==> config.mk <==
export PLATFORM = sky130hd
export DESIGN_NAME = prio_irq_ctrl
export DESIGN_NICKNAME = d
export VERILOG_FILES = /design/src/rtl/pic_pkg.sv /design/src/rtl/pic_req_sync.sv /design/src/rtl/pic_pend.sv /design/src/rtl/pic_resolve.sv /design/src/rtl/pic_prio_stack.sv /design/src/rtl/prio_irq_ctrl.sv
export SDC_FILE = /design/constraint.sdc
export NUM_CORES = 1
export LEC_CHECK = 0
export ABC_AREA = 1
export BUFFER_PORTS_ARGS = -buffer_cell sky130_fd_sc_hd__buf_2
export CORE_UTILIZATION = 50
export DETAILED_ROUTE_END_ITERATION = 8
export PLACE_DENSITY = 0.69
export SYNTH_ARGS = -nofsm -noshare
export SYNTH_HDL_FRONTEND = slang
export SYNTH_SLANG_ARGS = --single-unit
==> constraint.sdc <==
create_clock -name clk_i -period 5.4 [get_ports clk_i]
set_input_delay 1.62 -clock clk_i [delete_from_list [all_inputs] [get_ports clk_i]]
set_output_delay 1.62 -clock clk_i [all_outputs]
set_load 0.03 [all_outputs]
==> src/rtl/pic_pkg.sv <==
`timescale 1ns/1ps
package pic_pkg;
  localparam int unsigned REG_AW = 2;
  typedef enum logic [REG_AW-1:0] {
    REG_MASK = 2'd0,
    REG_CTRL = 2'd1,
    REG_PEND = 2'd2,
    REG_PRIO = 2'd3
  } reg_addr_e;
endpackage

==> src/rtl/pic_req_sync.sv <==
`timescale 1ns/1ps
module pic_req_sync #(
  parameter int unsigned N = 8
) (
  input  logic         clk_i,
  input  logic         rst_ni,
  input  logic [N-1:0] req_i,
  output logic [N-1:0] rise_o
);
  for (genvar g = 0; g < N; g++) begin : g_line
    logic [2:0] sr_q;
    always_ff @(posedge clk_i or negedge rst_ni) begin
      if (!rst_ni) sr_q <= '0;
      else         sr_q <= {sr_q[1:0], req_i[g]};
    end
    assign rise_o[g] = sr_q[1] & ~sr_q[2];

    // single-cycle edge pulse
    assert_rise_single_R1: assert property (@(posedge clk_i) disable iff (!rst_ni)
      rise_o[g] |=> !rise_o[g]);
  end
endmodule

==> src/rtl/pic_pend.sv <==
`timescale 1ns/1ps
module pic_pend #(
  parameter int unsigned N = 8
) (
  input  logic         clk_i,
  input  logic         rst_ni,
  input  logic [N-1:0] set_i,
  input  logic [N-1:0] clr_i,
  output logic [N-1:0] pend_o
);
  for (genvar g = 0; g < N; g++) begin : g_bit
    logic p_q;
    always_ff @(posedge clk_i or negedge rst_ni) begin
      if (!rst_ni)       p_q <= 1'b0;
      else if (set_i[g]) p_q <= 1'b1;  // new event beats a clear
      else if (clr_i[g]) p_q <= 1'b0;
    end
    assign pend_o[g] = p_q;

    assert_set_latches_R1: assert property (@(posedge clk_i) disable iff (!rst_ni)
      set_i[g] |=> pend_o[g]);
    assert_hold_R2: assert property (@(posedge clk_i) disable iff (!rst_ni)
      (pend_o[g] && !clr_i[g]) |=> pend_o[g]);
  end
endmodule

==> src/rtl/pic_resolve.sv <==
`timescale 1ns/1ps
module pic_resolve #(
  parameter int unsigned N     = 8,
  localparam int unsigned LW   = $clog2(N)
) (
  input  logic [N-1:0]  elig_i,
  output logic          any_o,
  output logic [LW-1:0] lvl_o
);
  always_comb begin
    lvl_o = '0;
    for (int i = 0; i < N; i++) begin
      if (elig_i[i]) lvl_o = LW'(i);
    end
  end
  assign any_o = |elig_i;
endmodule

==> src/rtl/pic_prio_stack.sv <==
`timescale 1ns/1ps
module pic_prio_stack #(
  parameter int unsigned W     = 4,
  parameter int unsigned DEPTH = 8,
  localparam int unsigned CW   = $clog2(DEPTH + 1),
  localparam int unsigned IW   = (DEPTH > 1) ? $clog2(DEPTH) : 1
) (
  input  logic         clk_i,
  input  logic         rst_ni,
  input  logic         push_i,
  input  logic         pop_i,
  input  logic [W-1:0] din_i,
  output logic [W-1:0] top_o,
  output logic         empty_o,
  output logic         full_o
);
  logic [W-1:0]  mem_q [DEPTH];
  logic [CW-1:0] cnt_q;
  logic [IW-1:0] wr_idx, top_idx;

  assign full_o  = (cnt_q == CW'(DEPTH));
  assign empty_o = (cnt_q == '0);
  assign wr_idx  = IW'(cnt_q);
  assign top_idx = IW'(cnt_q - CW'(1));
  assign top_o   = mem_q[top_idx];

  always_ff @(posedge clk_i or negedge rst_ni) begin
    if (!rst_ni)                  cnt_q <= '0;
    else if (push_i && !full_o)   cnt_q <= cnt_q + CW'(1);
    else if (!push_i && pop_i && !empty_o) cnt_q <= cnt_q - CW'(1);
  end

  always_ff @(posedge clk_i) begin
    if (push_i && !full_o) mem_q[wr_idx] <= din_i;
  end

  assert_cnt_bound_R10: assert property (@(posedge clk_i) disable iff (!rst_ni)
    cnt_q <= CW'(DEPTH));
  assert_pop_empty_R8: assert property (@(posedge clk_i) disable iff (!rst_ni)
    (pop_i && !push_i && empty_o) |=> empty_o);
endmodule

==> src/rtl/prio_irq_ctrl.sv <==
`timescale 1ns/1ps
module prio_irq_ctrl #(
  parameter int unsigned NUM_LVL     = 8,
  parameter int unsigned STACK_DEPTH = 8,
  parameter int unsigned DATA_W      = 8,
  localparam int unsigned LVL_W      = $clog2(NUM_LVL),
  localparam int unsigned ST_W       = LVL_W + 1
) (
  input  logic                       clk_i,
  input  logic                       rst_ni,
  input  logic [NUM_LVL-1:0]         dev_req_i,
  input  logic                       bus_we_i,
  input  logic [pic_pkg::REG_AW-1:0] bus_addr_i,
  input  logic [DATA_W-1:0]          bus_wdata_i,
  output logic [DATA_W-1:0]          bus_rdata_o,
  input  logic                       irq_ack_i,
  input  logic                       rte_i,
  output logic                       irq_o,
  output logic [LVL_W-1:0]           irq_vec_o
);
  import pic_pkg::*;

  logic [NUM_LVL-1:0] rise, pend, clr, mask_q;
  logic               ge_q, ovf_q;
  logic [ST_W-1:0]    cur_q, stk_top;
  logic               win_any, preempt, take_ack, do_pop;
  logic               stk_empty, stk_full;
  reg_addr_e          addr;

  assign addr = reg_addr_e'(bus_addr_i);

  pic_req_sync #(.N(NUM_LVL)) u_sync (
    .clk_i, .rst_ni, .req_i(dev_req_i), .rise_o(rise)
  );

  assign clr = (bus_we_i && addr == REG_PEND) ? bus_wdata_i[NUM_LVL-1:0] : '0;

  pic_pend #(.N(NUM_LVL)) u_pend (
    .clk_i, .rst_ni, .set_i(rise), .clr_i(clr), .pend_o(pend)
  );

  pic_resolve #(.N(NUM_LVL)) u_res (
    .elig_i(pend & mask_q), .any_o(win_any), .lvl_o(irq_vec_o)
  );

  // idle (active bit clear) sits below every level
  assign preempt  = !cur_q[LVL_W] || (irq_vec_o > cur_q[LVL_W-1:0]);
  assign irq_o    = ge_q && win_any && preempt;
  assign take_ack = irq_ack_i && irq_o;
  assign do_pop   = rte_i && !take_ack;

  pic_prio_stack #(.W(ST_W), .DEPTH(STACK_DEPTH)) u_stk (
    .clk_i, .rst_ni, .push_i(take_ack), .pop_i(do_pop), .din_i(cur_q),
    .top_o(stk_top), .empty_o(stk_empty), .full_o(stk_full)
  );

  always_ff @(posedge clk_i or negedge rst_ni) begin
    if (!rst_ni) begin
      cur_q <= '0;
      ovf_q <= 1'b0;
    end else if (take_ack) begin
      cur_q <= {1'b1, irq_vec_o};
      if (stk_full) ovf_q <= 1'b1;
    end else if (do_pop) begin
      cur_q <= stk_empty ? '0 : stk_top;
    end
  end

  always_ff @(posedge clk_i or negedge rst_ni) begin
    if (!rst_ni) begin
      mask_q <= '0;
      ge_q   <= 1'b0;
    end else if (bus_we_i) begin
      if (addr == REG_MASK) mask_q <= bus_wdata_i[NUM_LVL-1:0];
      if (addr == REG_CTRL) ge_q   <= bus_wdata_i[0];
    end
  end

  always_comb begin
    unique case (addr)
      REG_MASK: bus_rdata_o = DATA_W'(mask_q);
      REG_CTRL: bus_rdata_o = DATA_W'({ovf_q, ge_q});
      REG_PEND: bus_rdata_o = DATA_W'(pend);
      REG_PRIO: bus_rdata_o = DATA_W'(cur_q);
      default:  bus_rdata_o = '0;
    endcase
  end

  assert_irq_eligible_R3: assert property (@(posedge clk_i) disable iff (!rst_ni)
    irq_o |-> (pend[irq_vec_o] && mask_q[irq_vec_o]));
  assert_ack_raises_R7: assert property (@(posedge clk_i) disable iff (!rst_ni)
    (irq_ack_i && irq_o) |=> (cur_q == {1'b1, $past(irq_vec_o)}));
  assert_cur_stable_R7: assert property (@(posedge clk_i) disable iff (!rst_ni)
    (!rte_i && !irq_ack_i) |=> $stable(cur_q));
  assert_no_recursion_R6: assert property (@(posedge clk_i) disable iff (!rst_ni)
    (irq_o && cur_q[LVL_W]) |-> (irq_vec_o > cur_q[LVL_W-1:0]));
  assert_ovf_sticky_R10: assert property (@(posedge clk_i) disable iff (!rst_ni)
    ovf_q |=> ovf_q);
endmodule

==> metrics list <==
- For the worst setup path, the data arrival time is between 2 and 3 ns.
* RSZ-0062 raised after global routing: false
- STA classifies the critical path endpoint as an output pin.
* Core area: 6869 um^2
- The later pin in the worst-skew pair is clocked with a latency of around 0.36 ns.
* Layout-stage area growth over the synthesis result: 12.43%
- Die X: 86.66 um
- In this run the tightest slew margin relative to its limit is 0.5925.
- Synthesis produced a netlist with a net count of about 380.
- Vias: 2,515
- Hold WS: between 0.3 and 0.4 ns
* GRT Total Usage: 0.2072
* Starting density of the core: 0.5217
- The floorplan has 30 rows.
- In this run the tool buffered the top-level ports with 34 buffer cells.
* Final net count: 416
* Post-synth top cells: sky130_fd_sc_hd__nand2_1 (101), sky130_fd_sc_hd__dfrtp_1 (50), sky130_fd_sc_hd__nand3_1 (39)
- Gr ovfl total: 0
- Kind of launch point of the worst setup path: input port
- Total negative slack for setup checks: 0 ns
- Clk slew on worst S/H paths: approximately 0.080 ns
* Layout cell share with drive strength beyond 1: 0.1959
- Number of violations reported at the end of detailed-routing iteration 0: 103
* Post-synth top flop: sky130_fd_sc_hd__dfrtp_1
- Max Fanout on Critical Path: 9
- Number of global-route vias before repair: 2,400
* Final setup margin: ~1.2 ns
* Number of buffers added by the clock tree synthesis step: 9
- Cell with the most instances after synthesis: sky130_fd_sc_hd__nand2_1
- Entering global routing, the biggest net connects 51 pins.
- F_max: between 200 and 250 MHz
- Hold_buf cts: 0
- Startpoint of the lowest-slack hold path: u_sync.g_line[2].sr_q[0]
- Overall power consumption after layout is estimated at 0.002012 W.
- Remaining antenna violation count: 0
* Per-cell routed wire length: 14.47 um
* 1st-pass router iterations: 4
* Required time at the endpoint of the critical path: 3.78 ns
* Power per Cell Area: roughly 500 nW/um^2
- Type of the tightest min-delay check: reg2reg
- In this run the critical register-to-register path is launched from u_pend.g_bit[2].p_q.
* Number of antenna violations at the first check in global routing: 0
* Final period demand of the worst path: 4.167 ns
- Summing all multi-input logic gate instances after layout gives 1195 um^2.
* Final count of negative-setup-slack endpoints: 0
- At the end of routability-driven placement, the weighted congestion stood at between 0.8 and 0.9.
* Final routed DRC violation total: 0
- Synth warn: 0
* Syn avg cell area: slightly above 10 um^2
- The H-tree was split into 3 levels.
- Transition time at the pin with the least slew margin: approximately 0.61 ns
- Num ports: 35
- Clk Tree Root Cell: sky130_fd_sc_hd__clkbuf_8
* Number of fillers in the final layout: 609
* Post-Syn Instances: between 300 and 400
- The flow ran to the end, and the final reports show no timing, DRC or antenna violations.
- In this run the deepest clock path goes through 2 buffers.
- Cell leakage power: 1.807 nW
* Number of antenna diodes: 0
- Library cell occupying the most area in the post-synthesis netlist: sky130_fd_sc_hd__dfrtp_1
- OpenSTA, run right after detailed placement, puts the worst setup slack at 1.244 ns.
- Sequential cell area: 2212 um^2
- Critical path, cell by cell: buf_2 -> inv_2 -> nor2_2 -> nand2_1 -> nand4_1 -> buf_2
- For this run, the slowest stage of the critical path takes 0.31 ns.
- Crit. Startpoint: bus_addr_i[1]
- Number of max-cap violations: 0
* Share of flip-flops with an asynchronous set or reset: 0.6098
- The die is 86.66 um tall.
- Post-synth top area share: 0.3492
* Setup Crit Path Kind: in2out
- The cell that appears most often on the critical path is sky130_fd_sc_hd__buf_2.
- Dividing the detail-routed via count by the number of cells gives 5.143.
- Post-DP HPWL: 4941 um
* Total length of routed wires: 7078 um
* IR drop worst, VDD: 181.4 uV
* CP max-delay cell: sky130_fd_sc_hd__nor2_2
- Post CTS Setup Buffer Count: 0
- Final worst-path cycle share: 0.7716
- #FFs+latches synth: 82
- Clock skew on the completed layout was measured at ~0.012 ns.
- Max-slew violation total from the final report: 0
- Summing every instance area after synthesis gives ~3600 um^2.
* Area of the die: 7509 um^2
* Count of unique library cells instantiated by Yosys: 31
- Final hold violations: 0
* Number of synthesized flops with an enable pin: 32
* Top cells by area in the synthesized netlist: sky130_fd_sc_hd__dfrtp_1 (35%), sky130_fd_sc_hd__edfxtp_1 (27%), sky130_fd_sc_hd__nand2_1 (11%)
- After clock tree synthesis, the repair step resized 0 gates.
- The first global-routing pass estimated 11,430 um of wire.
- TritonCTS built the clock tree.
- CTS saw 82 sinks.
- For this run, the register share of the synthesized area comes to 0.6173.
-- worst max-delay path: cells and delay by family --
kind,cells,cell delay (ns)
buffers and inverters,3,0.42
and+or+nand+nor,3,0.50
-- state kept, by name (all words and copies together) (netlist names) --
register	flops
u_stk.cnt_q	4
u_stk.mem_q	32
u_pend.g_bit.p_q	8
ge_q	1
u_sync.g_line.sr_q	24
mask_q	8
cur_q	4
ovf_q	1
-- kinds of logic (layout without fill, tap and decap cells) --
group                    Yosys count  count (layout)  share of synthesized area
XOR/XNOR                           4               4                    0.01187
AND/OR/NAND/NOR                  175             175                     0.2385
flip-flops                        82              82                     0.6173
AO/OA/AOI/OAI                     42              42                    0.06564
buffers and inverters             42              85                    0.04923
adder cells (fa/ha/maj)            5               5                    0.01746
-- worst paths after layout --
check,end,slack (ns),cells after the start
worst max register to register,u_stk.mem_q[0][2],2.73,14
worst max-delay path,bus_rdata_o[0],1.23,6
max in group asynchronous,u_sync.g_line[4].sr_q[1],3.63,2
worst min-delay path,u_sync.g_line[2].sr_q[1],0.35,0
worst min register to register,u_sync.g_line[2].sr_q[1],0.35,0
min in group asynchronous,u_stk.cnt_q[0],1.35,2
-- metrics by stage --
stage	util	cells	area, um^2
finish	0.5865	489	4029
global route	0.5865	489	4029
CTS	0.5865	489	4029
detailed placement	0.5585	473	3836
global placement	0.5585	473	3836
floorplan	-	350	3583
-- cells in the final DEF, fill, tap and decap left out, types with 3 or more instances in the layout --
cell type | synthesis | routed
sky130_fd_sc_hd__nand3_1 | 39 | 39
sky130_fd_sc_hd__nor2_1 | 9 | 9
sky130_fd_sc_hd__xor2_1 | 3 | 3
sky130_fd_sc_hd__o21ai_0 | 13 | 13
sky130_fd_sc_hd__inv_2 | 5 | 5
sky130_fd_sc_hd__buf_2 | 6 | 34
sky130_fd_sc_hd__edfxtp_1 | 32 | 32
sky130_fd_sc_hd__nand2_1 | 101 | 101
sky130_fd_sc_hd__nor3_2 | 4 | 4
sky130_fd_sc_hd__ha_1 | 5 | 5
sky130_fd_sc_hd__a21oi_1 | 4 | 4
sky130_fd_sc_hd__o21ai_1 | 19 | 19
sky130_fd_sc_hd__dfrtp_1 | 50 | 50
sky130_fd_sc_hd__inv_1 | 28 | 28
sky130_fd_sc_hd__nand4_1 | 6 | 6
sky130_fd_sc_hd__nand2_2 | 5 | 5
sky130_fd_sc_hd__nor2_2 | 4 | 4
sky130_fd_sc_hd__clkbuf_8 | 0 | 10
-- metal layers --
metal / track usage / up-vias / routed length [um]
met5: 0 / - / 0
met4: 0.1045 / 0 / 128
met3: 0.04095 / 11 / 304
met2: 0.3463 / 54 / 3577
met1: 0.2575 / 1207 / 3069
li1: - / 1243 / -
-- where the power goes --
| group | switching, W | internal, W | total (W) |
|---|---|---|---|
| clock | 0.000211 | 0.000209 | 0.000419 |
| combinational | 0.000501 | 0.000235 | 0.000735 |
| sequential | 0.000104 | 0.000753 | 0.000857 |
| total | 0.000815 | 0.00120 | 0.00201 |
-- area by class of cell --
| cell class | count | share of cell area |
|---|---|---|
| well taps | 96 | 0.02981 |
| multi-input cells | 226 | 0.2966 |
| inverters | 33 | 0.03075 |
| flip-flops and latches | 82 | 0.5491 |
| repair buffers | 36 | 0.04596 |
| clock buffers | 13 | 0.04224 |
| clock inverters | 3 | 0.005590 |
(Power assumes the default switching activity.)
